==> config.mk <==
export PLATFORM = sky130hd
export DESIGN_NAME = vbyte_perm_unit
export DESIGN_NICKNAME = d
export VERILOG_FILES = /design/src/rtl/vbyte_perm_pkg.sv /design/src/rtl/vbyte_permute.sv /design/src/rtl/vbyte_align.sv /design/src/rtl/vbyte_out_stage.sv /design/src/rtl/vbyte_perm_unit.sv
export SDC_FILE = /design/constraint.sdc
export NUM_CORES = 2
export LEC_CHECK = 0
export BUFFER_PORTS_ARGS = -buffer_cell sky130_fd_sc_hd__clkbuf_2
export CAP_MARGIN = 20
export CORE_ASPECT_RATIO = 0.8
export CORE_UTILIZATION = 35
export CTS_BUF_LIST = sky130_fd_sc_hd__clkbuf_16
export CTS_CLUSTER_SIZE = 25
export DETAILED_ROUTE_END_ITERATION = 8
export GPL_TIMING_DRIVEN = 0
export PLACE_DENSITY = 0.61
export SYNTH_ARGS = -nofsm -noshare
export SYNTH_HDL_FRONTEND = slang
export SYNTH_SLANG_ARGS = --single-unit
==> constraint.sdc <==
create_clock -name clk -period 4.19 [get_ports clk]
set_input_delay 0.2095 -clock clk [delete_from_list [all_inputs] [get_ports clk]]
set_output_delay 0.2095 -clock clk [all_outputs]
set_load 0.05 [all_outputs]
==> src/rtl/vbyte_perm_pkg.sv <==
package vbyte_perm_pkg;
  typedef enum logic {
    OP_PERMUTE = 1'b0,
    OP_ALIGN   = 1'b1
  } vbp_op_e;
endpackage

==> src/rtl/vbyte_permute.sv <==
module vbyte_permute #(
  parameter int NBYTES = 16,
  parameter int BYTE_W = 8
) (
  input  logic [NBYTES*BYTE_W-1:0] src,
  input  logic [NBYTES*BYTE_W-1:0] ctrl,
  output logic [NBYTES*BYTE_W-1:0] dst
);
  localparam int IDXW = $clog2(NBYTES);

  logic [BYTE_W-1:0] src_byte [NBYTES];

  for (genvar g = 0; g < NBYTES; g++) begin : g_unpack
    assign src_byte[g] = src[g*BYTE_W +: BYTE_W];
  end

  for (genvar g = 0; g < NBYTES; g++) begin : g_lane
    logic [BYTE_W-1:0] cb;
    logic [IDXW-1:0]   sel;
    logic              kill;
    assign cb   = ctrl[g*BYTE_W +: BYTE_W];
    assign sel  = cb[IDXW-1:0];
    assign kill = cb[BYTE_W-1];
    assign dst[g*BYTE_W +: BYTE_W] = kill ? '0 : src_byte[sel];
  end
endmodule

==> src/rtl/vbyte_align.sv <==
module vbyte_align #(
  parameter int NBYTES = 16,
  parameter int BYTE_W = 8,
  parameter int IMM_W  = 8
) (
  input  logic [NBYTES*BYTE_W-1:0] hi,
  input  logic [NBYTES*BYTE_W-1:0] lo,
  input  logic [IMM_W-1:0]         shift,
  output logic [NBYTES*BYTE_W-1:0] dst
);
  localparam int IDXW = $clog2(NBYTES);
  localparam int SW   = ((IMM_W > IDXW) ? IMM_W : IDXW) + 2;

  logic [BYTE_W-1:0] hi_byte [NBYTES];
  logic [BYTE_W-1:0] lo_byte [NBYTES];

  for (genvar g = 0; g < NBYTES; g++) begin : g_unpack
    assign hi_byte[g] = hi[g*BYTE_W +: BYTE_W];
    assign lo_byte[g] = lo[g*BYTE_W +: BYTE_W];
  end

  for (genvar g = 0; g < NBYTES; g++) begin : g_lane
    logic [SW-1:0] pos;
    logic [SW-1:0] pos_hi;
    assign pos    = SW'(shift) + SW'(g);
    assign pos_hi = pos - SW'(NBYTES);
    always_comb begin
      if (pos < SW'(NBYTES))
        dst[g*BYTE_W +: BYTE_W] = lo_byte[pos[IDXW-1:0]];
      else if (pos < SW'(2*NBYTES))
        dst[g*BYTE_W +: BYTE_W] = hi_byte[pos_hi[IDXW-1:0]];
      else
        dst[g*BYTE_W +: BYTE_W] = '0;
    end
  end
endmodule

==> src/rtl/vbyte_out_stage.sv <==
module vbyte_out_stage #(
  parameter int W       = 128,
  parameter bit OUT_REG = 1'b1
) (
  input  logic         clk,
  input  logic         rst,
  input  logic         d_valid,
  output logic         d_ready,
  input  logic [W-1:0] d_data,
  output logic         q_valid,
  input  logic         q_ready,
  output logic [W-1:0] q_data
);
  if (OUT_REG) begin : g_reg
    logic         vld_r;
    logic [W-1:0] dat_r;

    always_ff @(posedge clk) begin
      if (rst) begin
        vld_r <= 1'b0;
        dat_r <= '0;
      end else if (d_ready) begin
        vld_r <= d_valid;
        if (d_valid) dat_r <= d_data;
      end
    end

    assign d_ready = !vld_r || q_ready;
    assign q_valid = vld_r;
    assign q_data  = dat_r;

    a_r9_stall_hold: assert property (@(posedge clk) disable iff (rst)
      (q_valid && !q_ready) |=> (q_valid && $stable(q_data)));

    a_r8_accept_shows: assert property (@(posedge clk) disable iff (rst)
      (d_valid && d_ready) |=> (q_valid && q_data == $past(d_data)));

    a_r9_drain_empties: assert property (@(posedge clk) disable iff (rst)
      (q_valid && q_ready && !d_valid) |=> !q_valid);
  end else begin : g_pass
    assign d_ready = q_ready;
    assign q_valid = d_valid;
    assign q_data  = d_data;
  end
endmodule

==> src/rtl/vbyte_perm_unit.sv <==
module vbyte_perm_unit
  import vbyte_perm_pkg::*;
#(
  parameter int NBYTES  = 16,
  parameter int BYTE_W  = 8,
  parameter int IMM_W   = 8,
  parameter bit OUT_REG = 1'b1
) (
  input  logic                     clk,
  input  logic                     rst,
  input  logic                     in_valid,
  output logic                     in_ready,
  input  logic                     in_op,
  input  logic [IMM_W-1:0]         in_imm,
  input  logic [NBYTES*BYTE_W-1:0] in_a,
  input  logic [NBYTES*BYTE_W-1:0] in_b,
  output logic                     out_valid,
  input  logic                     out_ready,
  output logic [NBYTES*BYTE_W-1:0] out_data
);
  localparam int VW = NBYTES * BYTE_W;

  logic [VW-1:0] perm_res;
  logic [VW-1:0] align_res;
  logic [VW-1:0] result;
  vbp_op_e       op;

  assign op = vbp_op_e'(in_op);

  vbyte_permute #(.NBYTES(NBYTES), .BYTE_W(BYTE_W)) u_perm (
    .src (in_a),
    .ctrl(in_b),
    .dst (perm_res)
  );

  vbyte_align #(.NBYTES(NBYTES), .BYTE_W(BYTE_W), .IMM_W(IMM_W)) u_align (
    .hi   (in_a),
    .lo   (in_b),
    .shift(in_imm),
    .dst  (align_res)
  );

  assign result = (op == OP_ALIGN) ? align_res : perm_res;

  vbyte_out_stage #(.W(VW), .OUT_REG(OUT_REG)) u_out (
    .clk    (clk),
    .rst    (rst),
    .d_valid(in_valid),
    .d_ready(in_ready),
    .d_data (result),
    .q_valid(out_valid),
    .q_ready(out_ready),
    .q_data (out_data)
  );

  if (OUT_REG) begin : g_chk
    a_r2_lane0_zero: assert property (@(posedge clk) disable iff (rst)
      (in_valid && in_ready && in_op == 1'b0 && in_b[BYTE_W-1])
      |=> (out_data[BYTE_W-1:0] == '0));

    a_r7_far_shift_zero: assert property (@(posedge clk) disable iff (rst)
      (in_valid && in_ready && in_op == 1'b1 && int'(in_imm) > 2*NBYTES)
      |=> (out_data == '0));

    a_r5_zero_shift_is_b: assert property (@(posedge clk) disable iff (rst)
      (in_valid && in_ready && in_op == 1'b1 && in_imm == '0)
      |=> (out_data == $past(in_b)));

    a_r5_full_shift_is_a: assert property (@(posedge clk) disable iff (rst)
      (in_valid && in_ready && in_op == 1'b1 && int'(in_imm) == NBYTES)
      |=> (out_data == $past(in_a)));
  end
endmodule

==> impl_results.md <==
- Layout Cells excl Fill: 5,142
- DRC violation count after routing: 2
- Run status: finished, violations left
- Ratio of total power to cell area: 254 nW/um2
- Die extent in x: 363 um
- Transition time at the pin with the least slew margin: 1.36 ns
- Leakage power: 14.1 nW
- Async set or reset register ratio after synthesis: 0%
- Rows: 105
- Top cells by count, synth: 869 x mux4_2, 430 x clkbuf_1, 211 x mux2i_1
- Worst setup slack before clock tree synthesis: -1.55 ns
- Synth cell types: 75
- Mean area per synthesized cell: 11.0 um2
- RSZ-0062 raised after global routing: false
- Number of top-level pins: 399
- P&R area growth vs syn: 13.2%
- Reg-to-reg startpoint: u_out.q_valid
- Routed wire per std cell: 58.7 um
- Largest fanout of any net on the critical path: 10
- DRT antenna net count: 0
- Total number of vias: 43,300
- Kind of path behind the tightest hold check: input pin to register
- Number of enable-type register cells in the synthesized netlist: 0
- Area share of the leading cell type in the synthesized netlist: 53.7%
- Post-synthesis net count: 3,581
- Power after layout: 10.5 mW
- Minimum period implied by the final worst setup slack: 4.35 ns
- Top FF cell, synth: dfxtp_1
- Maximum VDD drop: 0.204 mV
- Source of the worst hold timing path: out_ready
- Most area-consuming cells after synthesis: mux4_2 54%, dfxtp_1 7.1%, mux2i_1 5.8%
- Max-slew violation count: 0
- Post-synthesis instance area: 36,400 um2
- Register Area: 2580 um2
- Global-route wire length before repair: 389 mm
- Critical path startpoint: rst
- Share of layout cells above drive strength 1: 42.0%
- Clock H-tree levels: 4
- Crit path required time: 4.65 ns
- Hold Violations, Final: 0
- Global-route total usage across every layer: 56.1%
- Max Clock Freq: 230 MHz
- Largest net degree at the start of global routing: 20
- Chip Height: 291 um
- Count of clock tree sinks: 129
- Area taken by multi-input logic gates: 31,100 um2
- Number of placed instances, taps included: 5,058
- Gate count of the mapped netlist: 3,299
- Worst-case clock skew: 0.0169 ns
- DP HPWL: 245 mm
- Critical path capture point type: register
- Detailed Route Iter0 Violations: 9,029
- Startpoint types: input pin
- Arrival time at the worst endpoint: 4.81 ns
- Root cell of the clock tree: clkbuf_16
- # fillers: 10,200
- Deepest clock path buffer count: 2
- Violated checks: DRC, setup timing
- Clock latency on the worst-skew pair: 0.54 ns
- Total Die Area: 105,000 um2
- # nets final: 3,987
- Port Buf Inserts: 327
- Flip-flop and latch count after synthesis: 129
- Critical path start-end classification: input pin to register
- Floorplan Core Area: 103,000 um2
- Cell with the most instances after synthesis: mux4_2
- TritonCTS clock tree: done
- Hold Slack: 0.128 ns
- MaxCap Viol Count: 0
- Final Wtd Congestion: 1.12
- Vias in the first global route: 39,000
- Total routed wirelength: 302 mm
- Starting Density: 35.4%
- Number of warnings reported in the yosys synthesis log: 0
- Library cell occupying the most area in the post-synthesis netlist: mux4_2
- Clock-pin slew on the worst setup and hold paths: 0.07 ns
- Number of detailed-routing iterations run before antenna repair: 9
- Total gr overflow: 0
- Tcrit/Tclk final: 104%
- Antenna violations before repair: 39
- Via/cell ratio: 8.43
- Relative slew slack: 9.42%
- Total setup violations reported at the end of the flow: 4
- Proportion of synthesized chip area in sequential cells: 7.09%
- Post-route worst setup slack: -0.159 ns
- CTS buffer count: 17
[worst max-delay path, stage by stage]
cell and delay (ns):
clkbuf_1 0.46, inv_1 0.35, and3_1 0.19, clkbuf_1 0.66
clkbuf_1 0.82, nand3_1 0.70, o22ai_1 1.17, a21oi_1 0.07
nand3_1 0.13
[flip-flops by register name (all words and copies together) (netlist names)]
| register | count |
|---|---|
| u_out.q_data | 128 |
| u_out.q_valid | 1 |
[final timing paths]
check / end / slack, ns / cells past startpoint
worst max-delay path: u_out.q_data[74] / -0.16 / 9
worst min-delay path: u_out.q_valid / 0.13 / 3
worst max register to register: u_out.q_data[74] / -0.15 / 8
worst min register to register: u_out.q_data[94] / 0.48 / 2
[cell usage in the layout, fill, tap and decap left out, types with 27 or more instances in the layout]
master	count
clkbuf_1	421
dfxtp_1	129
mux4_2	869
clkbuf_2	335
buf_4	58
o22ai_1	54
o21ai_0	74
mux2_2	43
nor2b_1	106
buf_1	43
a21oi_1	124
mux2i_1	211
nand2_1	117
a22o_1	32
nor2_1	134
nor3_1	53
nor4_1	32
diode_2	33
buf_6	27
buf_2	132
nand3_1	39
a221oi_1	40
a211oi_1	112
a22oi_1	166
[cell type report]
cell class	instances	share of cell area, %
Multi-Input combinational cell	2504	75.3
Buffer	651	7.03
Sequential cell	129	6.26
Timing Repair Buffer	388	5.40
Tap cell	1391	4.22
Clock buffer	17	1.03
Clock inverter	15	0.419
Antenna cell	33	0.200
Inverter	14	0.137
[logic make-up (layout without fill, tap and decap cells)]
group	count (synthesis)	count (layout)	synth area share, %
DFF	129	129	7.09
xor gates and xnor gates	33	33	1.02
AOI/OAI and AO/OA	775	775	14.9
and+or+nand+nor	560	560	7.69
other	0	33	0
muxes	1123	1123	60.8
adders and majority gates	13	13	0.446
buffers and inverters	666	1085	7.97
[report_power, final]
group | switching, mW | internal (mW) | total [mW]
combinational | 4.88 | 2.54 | 7.43
clock | 0.789 | 0.891 | 1.68
sequential | 0.0580 | 1.31 | 1.37
total | 5.73 | 4.74 | 10.5
[metal layers]
metal / track usage (%) / wire (um) / up-vias / part of all wire, %
li1: - / - / 14700 / -
met2: 68.5 / 109000 / 5173 / 36
met5: 3.56 / 958 / - / 0.32
met3: 39.7 / 60700 / 996 / 20
met1: 70.7 / 109000 / 22400 / 36
met4: 30.6 / 22000 / 41 / 7.3
[stage by stage]
stage,cell area [um2],TNS [ns],util [%]
global placement,39800,-87.56,38.7
detailed placement,40300,-82.20,39.1
finish,41200,-0.248,40.1
global route,41200,0,40.0
CTS,40900,0,39.8
floorplan,36400,0,-
[timing repair]
action / in CTS / in global routing
resized for setup: 23 / 15
pin swaps: 0 / 1
endpoints found under the setup margin: 77 / 27
gates cloned: 0 / 0
buffers inserted: 0 / 2
hold buffers: 1 / 0
endpoints found under the hold margin: 1 / 0
Power figures use the tool's default switching activity.
